**src/rtl/osc_wake_pkg.sv**
```systemverilog
package osc_wake_pkg;

    localparam int unsigned AUX_W       = 8;
    localparam int unsigned OFF_POS     = 7;
    localparam int unsigned RSVD_POS    = 6;
    localparam int unsigned N_CLR_SRC   = 2;

    // Qualified wake sources, one flag per host event class
    typedef struct packed {
        logic own_cmd;
        logic diag_cmd;
        logic shadow_cmd;
        logic soft_rst;
    } wake_src_t;

    // Per-cycle update request handed to the storage
    typedef struct packed {
        logic clr_all;
        logic wake;
        logic wr;
    } upd_req_t;

    // Mask of bits that software may write
    function automatic logic [AUX_W-1:0] wr_mask(input int unsigned rsvd);
        logic [AUX_W-1:0] m;
        m = '1;
        m[rsvd] = 1'b0;
        return m;
    endfunction

    function automatic logic any_wake(input wake_src_t s);
        return s.own_cmd | s.diag_cmd | s.shadow_cmd | s.soft_rst;
    endfunction

endpackage

```
**src/rtl/osc_wake_detect.sv**
```systemverilog
module osc_wake_detect
    import osc_wake_pkg::*;
(
    input  logic cmd_wr,
    input  logic drv_sel,
    input  logic cmd_diag,
    input  logic shadow_en,
    input  logic srst_set,
    output logic wake
);
    wake_src_t src;

    always_comb begin
        src.own_cmd    = cmd_wr & drv_sel;
        src.diag_cmd   = cmd_wr & cmd_diag;
        src.shadow_cmd = cmd_wr & shadow_en & ~drv_sel;
        src.soft_rst   = srst_set;
        wake           = any_wake(src);
    end
endmodule

```
**src/rtl/osc_clear_merge.sv**
```systemverilog
module osc_clear_merge #(
    parameter int unsigned N_SRC = 2
) (
    input  logic [N_SRC-1:0] clr_src,
    output logic             clr_all
);
    logic [N_SRC:0] chain;

    assign chain[0] = 1'b0;
    for (genvar i = 0; i < N_SRC; i++) begin : g_or
        assign chain[i+1] = chain[i] | clr_src[i];
    end
    assign clr_all = chain[N_SRC];
endmodule

```
**src/rtl/osc_aux_reg.sv**
```systemverilog
module osc_aux_reg
    import osc_wake_pkg::*;
#(
    parameter int unsigned REG_W    = AUX_W,
    parameter int unsigned OFF_BIT  = OFF_POS,
    parameter int unsigned RSVD_BIT = RSVD_POS
) (
    input  logic             clk,
    input  logic             rst,
    input  upd_req_t         req,
    input  logic [REG_W-1:0] wdata,
    output logic [REG_W-1:0] q
);
    localparam logic [REG_W-1:0] WMASK = REG_W'(wr_mask(RSVD_BIT));

    logic [REG_W-1:0] nxt;

    always_comb begin
        nxt = q;
        if (req.wr)
            nxt = wdata & WMASK;
        if (req.wake)
            nxt[OFF_BIT] = 1'b0;
        if (req.clr_all)
            nxt = '0;
    end

    always_ff @(posedge clk) begin
        if (rst)
            q <= '0;
        else
            q <= nxt;
    end
endmodule

```
**src/rtl/osc_wake_ctrl.sv**
```systemverilog
module osc_wake_ctrl
    import osc_wake_pkg::*;
#(
    parameter int unsigned REG_W    = AUX_W,
    parameter int unsigned OFF_BIT  = OFF_POS,
    parameter int unsigned RSVD_BIT = RSVD_POS
) (
    input  logic             clk,
    input  logic             rst,
    input  logic             host_rst,
    input  logic             fw_rst,
    input  logic             reg_wr,
    input  logic [REG_W-1:0] reg_wdata,
    output logic [REG_W-1:0] reg_rdata,
    input  logic             cmd_wr,
    input  logic             drv_sel,
    input  logic             cmd_diag,
    input  logic             shadow_en,
    input  logic             srst_set,
    output logic             osc_off
);
    logic     wake;
    logic     clr_all;
    upd_req_t req;

    osc_wake_detect u_det (
        .cmd_wr    (cmd_wr),
        .drv_sel   (drv_sel),
        .cmd_diag  (cmd_diag),
        .shadow_en (shadow_en),
        .srst_set  (srst_set),
        .wake      (wake)
    );

    osc_clear_merge #(.N_SRC(N_CLR_SRC)) u_clr (
        .clr_src ({fw_rst, host_rst}),
        .clr_all (clr_all)
    );

    always_comb begin
        req.clr_all = clr_all;
        req.wake    = wake;
        req.wr      = reg_wr;
    end

    osc_aux_reg #(
        .REG_W    (REG_W),
        .OFF_BIT  (OFF_BIT),
        .RSVD_BIT (RSVD_BIT)
    ) u_reg (
        .clk   (clk),
        .rst   (rst),
        .req   (req),
        .wdata (reg_wdata),
        .q     (reg_rdata)
    );

    assign osc_off = reg_rdata[OFF_BIT];
endmodule

```
**config.mk**
```make
export PLATFORM = sky130hd
export DESIGN_NAME = osc_wake_ctrl
export DESIGN_NICKNAME = d
export VERILOG_FILES = /design/src/rtl/osc_wake_pkg.sv /design/src/rtl/osc_wake_detect.sv /design/src/rtl/osc_clear_merge.sv /design/src/rtl/osc_aux_reg.sv /design/src/rtl/osc_wake_ctrl.sv
export SDC_FILE = /design/constraint.sdc
export NUM_CORES = 1
export LEC_CHECK = 0
export BUFFER_PORTS_ARGS = -buffer_cell sky130_fd_sc_hd__buf_2
export CAP_MARGIN = 20
export CORE_AREA = 3 3 40 42
export CTS_BUF_LIST = sky130_fd_sc_hd__clkbuf_8 sky130_fd_sc_hd__clkbuf_16
export CTS_CLUSTER_SIZE = 24
export DETAILED_ROUTE_END_ITERATION = 10
export DIE_AREA = 0 0 43 45
export PLACE_DENSITY = 0.62
export SLEW_MARGIN = 20
export SYNTH_ARGS = -nofsm -noshare
export SYNTH_HDL_FRONTEND = slang
export SYNTH_SLANG_ARGS = --single-unit
```
**constraint.sdc**
```tcl
create_clock -name clk -period 1.1 [get_ports clk]
set_clock_uncertainty 0.1 [all_clocks]
set_input_delay 0.22 -clock clk [delete_from_list [all_inputs] [get_ports clk]]
set_output_delay 0.22 -clock clk [all_outputs]
set_load 0.02 [all_outputs]
```
==> key figures, run 1 <==
Critical path
  – CP max stage delay: 0.33 ns
  – CP Class: reg -> out
  – Crit-path max FO: 3
  – Slowest CP cell: dfxtp_1
  – CP top delay family: flip-flops
  – CP Cell Sequence: buf_2
  – Worst path required time: a little under 0.8 ns
  – Endpoint type of the worst setup path: primary output
  – Worst Setup Start Kind: flop
  – CP arrival: roughly 0.72 ns
  – Critical path buffer and inverter count: 1

Placed design
  – Routability cong.: around 0.6
  – Placed instance count: 65
  – Pre-CTS setup slack: -0.0816 ns
  – Port bufs: 24
  – Placed Instance Area: 418 µm²
  – Final HPWL DP: 560 µm

Synth
  – Post-synthesis cell type count: 10
  – Top cell type's share of synthesized area: between 40% and 50%
  – Mean Syn Cell Area: about 10 µm²
  – Yosys warnings: 0
  – Dominant synthesized flop cell: dfxtp_1
  – Synth Instances: 28
  – Syn_nets: 46
  – Post-synth ARST share: 0%
  – #FFs+latches synth: 7
  – Synth area leader: dfxtp_1
  – Top cells by count, synth: dfxtp_1 (7), mux2i_1 (7), nor2_1 (6)
  – Synthesized area: 289 µm²
  – Post-synth EDFFs: 0
  – Top post-synthesis cells by area: dfxtp_1 (48%), mux2i_1 (24%), nor2_1 (7.8%)
  – Sequential share of the synthesized area: between 40% and 50%

Global route
  – Vias in the first global route: approximately 260
  – Initial antenna violation count: 0
  – Largest net degree at the start of global routing: 8
  – Gr usage total: 7.44%
  – First-pass GRT wire length: approximately 1.1 mm
  – Grt ovf: 0

Finish
  – Finished Layout Cells: 69
  – Most flops, register: u_reg.q
  – Largest regs: u_reg.q (7)
  – Ant. Diodes: 0
  – Syn-to-layout area delta: 60.2%
  – Max reg flops: 7
  – Share of layout cells above drive strength 1: a little under three fifths
  – Nets: 73
  – Filler cell count: 133
  – Post-route cell area: 463 µm²

Clocking
  – CTS Buf Count: 3
  – Clock sinks: 7
  – CTS tree: yes
  – Clk root buf: clkbuf_8
  – Resized Gates After CTS: 0
  – Hold buffer count at CTS: 0
  – Post-CTS setup buffers: 0
  – Clk_lat worst skew: approximately 0.22 ns
  – Bufs on Longest Clock Path: 2
  – Max H-tree Level: 1
  – Clock Pin Slew Worst Setup and Hold Paths: 0.04 ns

Routing
  – Final WL: ~670 µm
  – Via density: 4.01
  – Iteration-0 DRC Markers: 3
  – Antenna Nets Post-Route: 0
  – Via count: between 200 and 300
  – Avg WL per Cell: 9.74 µm
  – Pre-Repair DR Iteration Count: 2
  – # DRC: 0

Pwr
  – Total power: ~0.00067 W
  – Max VDD drop: 0.670 mV
  – Pleak: roughly 0.25 nW
  – Power Density: 1450 mW/mm²

STA
  – Final Max Slew Viols: 0
  – Setup WS post-layout: between 0.06 and 0.07 ns
  – Fmax achieved: about 970 MHz
  – Setup Viol. Count Final: 0
  – Min Tclk post-route: 1.04 ns
  – RSZ-0062 raised after global routing: false
  – Final-report hold violation count: 0
  – Final worst-path cycle share: between 90% and 100%

Floorplanning
  – Top-Level Pins: 27
  – Die area: ~0.0019 mm²
  – Cell Rows: 13
  – Die Wd: 43 µm
  – CORE AREA: between 0.001 and 0.0015 mm²
  – Die height: roughly 45 µm
  – Initial core utilization: between 20% and 30%

Min path
  – Hold/Removal Path Class: in -> reg

Run status
  – Status: complete, no violations

Flow run
  – Maxcap violations: 0
cell families after synthesis:
| logic type | Yosys count | share of synthesized area, % |
|---|---|---|
| compound gates | 1 | 3.03 |
| mux | 7 | 24.2 |
| flops | 7 | 48.5 |
| other cells | 1 | 1.30 |
| buf+inv | 4 | 8.65 |
| simple gates | 8 | 14.3 |
layer usage:
| layer | part of all wire, % | track usage, % | up-vias |
|---|---|---|---|
| met1 | 46 | 10.2 | 118 |
| met4 | 0 | 5.42 | 0 |
| met2 | 42 | 9.58 | 18 |
| met5 | 0 | 0 | - |
| met3 | 13 | 2.39 | 0 |
| li1 | - | - | 141 |
layout by cell type, fill, tap and decap left out:
cell and n:
nor2_1 6, buf_4 2, o31a_1 1, clkbuf_8 3
nor4_2 1, conb_1 1, inv_1 1, mux2i_1 7
dfxtp_1 7, buf_2 24, or3_1 1
path summary, 6_finish.rpt:
| path | cells past startpoint | slack, ns | endpoint | start |
|---|---|---|---|---|
| max | 1 | 0.06 | osc_off | u_reg.q[7] |
| min | 2 | 0.06 | u_reg.q[7] | srst_set |
| max reg2reg | 2 | 0.31 | u_reg.q[7] | u_reg.q[7] |
| min reg2reg | 2 | 0.39 | u_reg.q[3] | u_reg.q[3] |
power breakdown:
group / internal (W) / leakage (nW) / switching [W]
Clock: 0.000240 / 0.0269 / 0.0000992
Combinational: 0.0000398 / 0.169 / 0.0000329
Sequential: 0.000259 / 0.0566 / 0.00000190
stage by stage:
step / utilization (%) / hold slack [ns] / setup TNS, ns
4_1_cts: 36.0 / 0.0608 / 0
2_1_floorplan: - / 0.191 / -0.0264
3_5_place_dp: 32.5 / 0.295 / -0.486
5_1_grt: 36.0 / 0.0591 / 0
6_report: 36.0 / 0.0637 / 0
3_3_place_gp: 32.5 / 0.292 / -0.388
final cells by class:
cell class	instances	area, µm²	area share, %
Tap cell	15	18.8	4.05
Clock inverter	1	3.75	0.811
Sequential cell	7	140	30.3
Clock buffer	3	41.3	8.92
Timing Repair Buffer	26	135	29.2
Multi-Input combinational cell	17	124	26.8
Note: power is estimated with default switching activity, not from simulation.
==> inputs of run 2 (changes only) <==
Settings changed: PLACE_DENSITY 0.62 to 0.6.
Clock period 1.1 ns to 1.2 ns, I/O delays scaled along.
==> run 2 against run 1 <==
Flip-flop and latch count is the same. Sequential power shrank 8.0%. Non-clock buffer count shrank 1. Cell count shrank 1.4%. Critical path depth is the same. Clock power shrank 7.7%. Via count shrank 1.4%. Sequential share of layout area grew 0.50 points. Critical endpoint is now reg_rdata[7]. Largest power group unchanged.
==> key figures, run 2 (synthesis results as in run 1) <==
Critical path
  – CP Cell Sequence: buf_2
  – CP Class: reg -> out
  – CP arrival: 0.72 ns (about the same)
  – Endpoint type of the worst setup path: primary output
  – Worst path required time: 0.86 ns (+0.08 ns)
  – Crit-path max FO: 3 (unchanged)
  – Slowest CP cell: dfxtp_1
  – CP top delay family: flip-flops
  – Worst Setup Start Kind: flop
  – CP max stage delay: 0.33 ns (about the same)
  – Critical path buffer and inverter count: 1 (unchanged)

Finish
  – Syn-to-layout area delta: 57.6%
  – Share of layout cells above drive strength 1: 54.7% (-0.84 points)
  – Filler cell count: 153 (+15%)
  – Commonest cells after routing, fill and taps aside: buf_2 (24), mux2i_1 (7), dfxtp_1 (7)
  – Largest regs: u_reg.q (7)
  – Nets: 72 (-1.4%)
  – Multi-input logic area: 124 µm² (unchanged)
  – Sequential cell area: 140 µm² (unchanged)
  – Most flops, register: u_reg.q
  – Commonest non-fill, non-tap cell in the layout: buf_2
  – Final core utilization: 35.4% (-0.58 points)
  – Finished Layout Cells: 68 (-1.4%)
  – Max reg flops: 7 (unchanged)
  – Ant. Diodes: 0 (unchanged)

Clocking
  – Clk_lat worst skew: 0.22 ns (about the same)
  – Post-CTS setup buffers: 0 (unchanged)
  – Clock sinks: 7 (unchanged)
  – Clock Pin Slew Worst Setup and Hold Paths: 0.04 ns (about the same)
  – Resized Gates After CTS: 0 (unchanged)
  – Bufs on Longest Clock Path: 2 (unchanged)
  – CTS tree: yes
  – Hold buffer count at CTS: 0 (unchanged)
  – Clk root buf: clkbuf_8
  – Max H-tree Level: 1 (unchanged)
  – CTS Buf Count: 3 (unchanged)

Floorplanning
  – Die Wd: 43 µm (unchanged)
  – Cell Rows: 13 (unchanged)
  – Top-Level Pins: 27 (unchanged)
  – Die height: 45 µm (unchanged)
  – Die area: 0.00194 mm² (unchanged)
  – Initial core utilization: 22.5% (unchanged)
  – CORE AREA: 0.00128 mm² (unchanged)

Routing
  – Antenna Nets Post-Route: 0 (unchanged)
  – Pre-Repair DR Iteration Count: 1 (-1)
  – Avg WL per Cell: 9.74 µm (about the same)
  – Via density: 4.01 (about the same)
  – # DRC: 0 (unchanged)
  – Via count: 273 (-1.4%)
  – Final WL: 662 µm (-1.5%)
  – Iteration-0 DRC Markers: 0 (-3)

Placed design
  – Routability cong.: 0.619 (+0.49%)
  – Port bufs: 24 (unchanged)
  – Placed instance count: 64 (-1.5%)
  – Final HPWL DP: 543 µm (-2.9%)

Global route
  – Gr usage total: 8.11% (+0.68 points)
  – Vias in the first global route: 263 (+3.1%)
  – Initial antenna violation count: 0 (unchanged)
  – First-pass GRT wire length: 1.11 mm (+4.5%)
  – Largest net degree at the start of global routing: 8 (unchanged)
  – Grt ovf: 0 (unchanged)

Pwr
  – Power Density: 1360 mW/mm² (-6.8%)
  – Total power: 0.000618 W (-8.3%)
  – Pleak: 0.248 nW (-1.7%)
  – Max VDD drop: 0.596 mV (-11%)

STA
  – Min Tclk post-route: between 1 and 1.5 ns
  – Final Max Slew Viols: 0 (unchanged)
  – Setup Viol. Count Final: 0 (unchanged)
  – Post-Route Setup TNS: 0 ns (unchanged)
  – Final-report hold violation count: 0 (unchanged)
  – Final worst-path cycle share: 88.0%
  – Final hold slack: 0.0816 ns (+0.0179 ns)
  – Fmax achieved: 947 MHz
  – RSZ-0062 raised after global routing: false

Flow run
  – Maxcap violations: 0 (unchanged)

Min path
  – Hold/Removal Path Class: in -> reg

Run status
  – Status: complete, no violations
-- run 2: changes by cell type in the layout (fill, tap and decap cells not counted) --
cell and delta:
buf_4 -1
-- run 2: path summary, 6_finish.rpt --
check / startpoint / to / slack (ns) / depth (start not counted)
setup / recovery: u_reg.q[7] / reg_rdata[7] / 0.14 / 1
setup reg to reg: u_reg.q[7] / u_reg.q[7] / 0.41 / 2
hold reg to reg: u_reg.q[0] / u_reg.q[0] / 0.38 / 2
hold / removal: srst_set / u_reg.q[7] / 0.08 / 2
-- run 2: power by group --
group / leakage [nW] / switching, W / total, W / internal (W)
sequential: 0.0566 / 0.00000175 / 0.000240 / 0.000238
combinational: 0.165 / 0.0000297 / 0.0000647 / 0.0000350
clock: 0.0269 / 0.0000931 / 0.000313 / 0.000220
-- run 2: stage by stage --
step	setup WS [ns]	area, µm²
3_3_place_gp	0.0231	410
3_5_place_dp	-0.00515	410
6_report	0.144	455
2_1_floorplan	0.0536	289
5_1_grt	0.101	455
4_1_cts	0.131	455
-- run 2: per-layer routing --
metal / vias to the layer above / global-route usage [%] / part of all wire [%]
met3: 0 / 6.77 / 18
met5: - / 0 / 0
met4: 0 / 1.81 / 0
li1: 140 / - / -
met1: 113 / 8.54 / 39
met2: 20 / 12.6 / 44
-- run 2: cell type report --
cell class              count  area share, %
clock inverters             1          0.824
multi-input cells          17           27.2
well taps                  15           4.12
flip-flops and latches      7           30.8
repair buffers             25           28.0
clock buffers               3           9.07
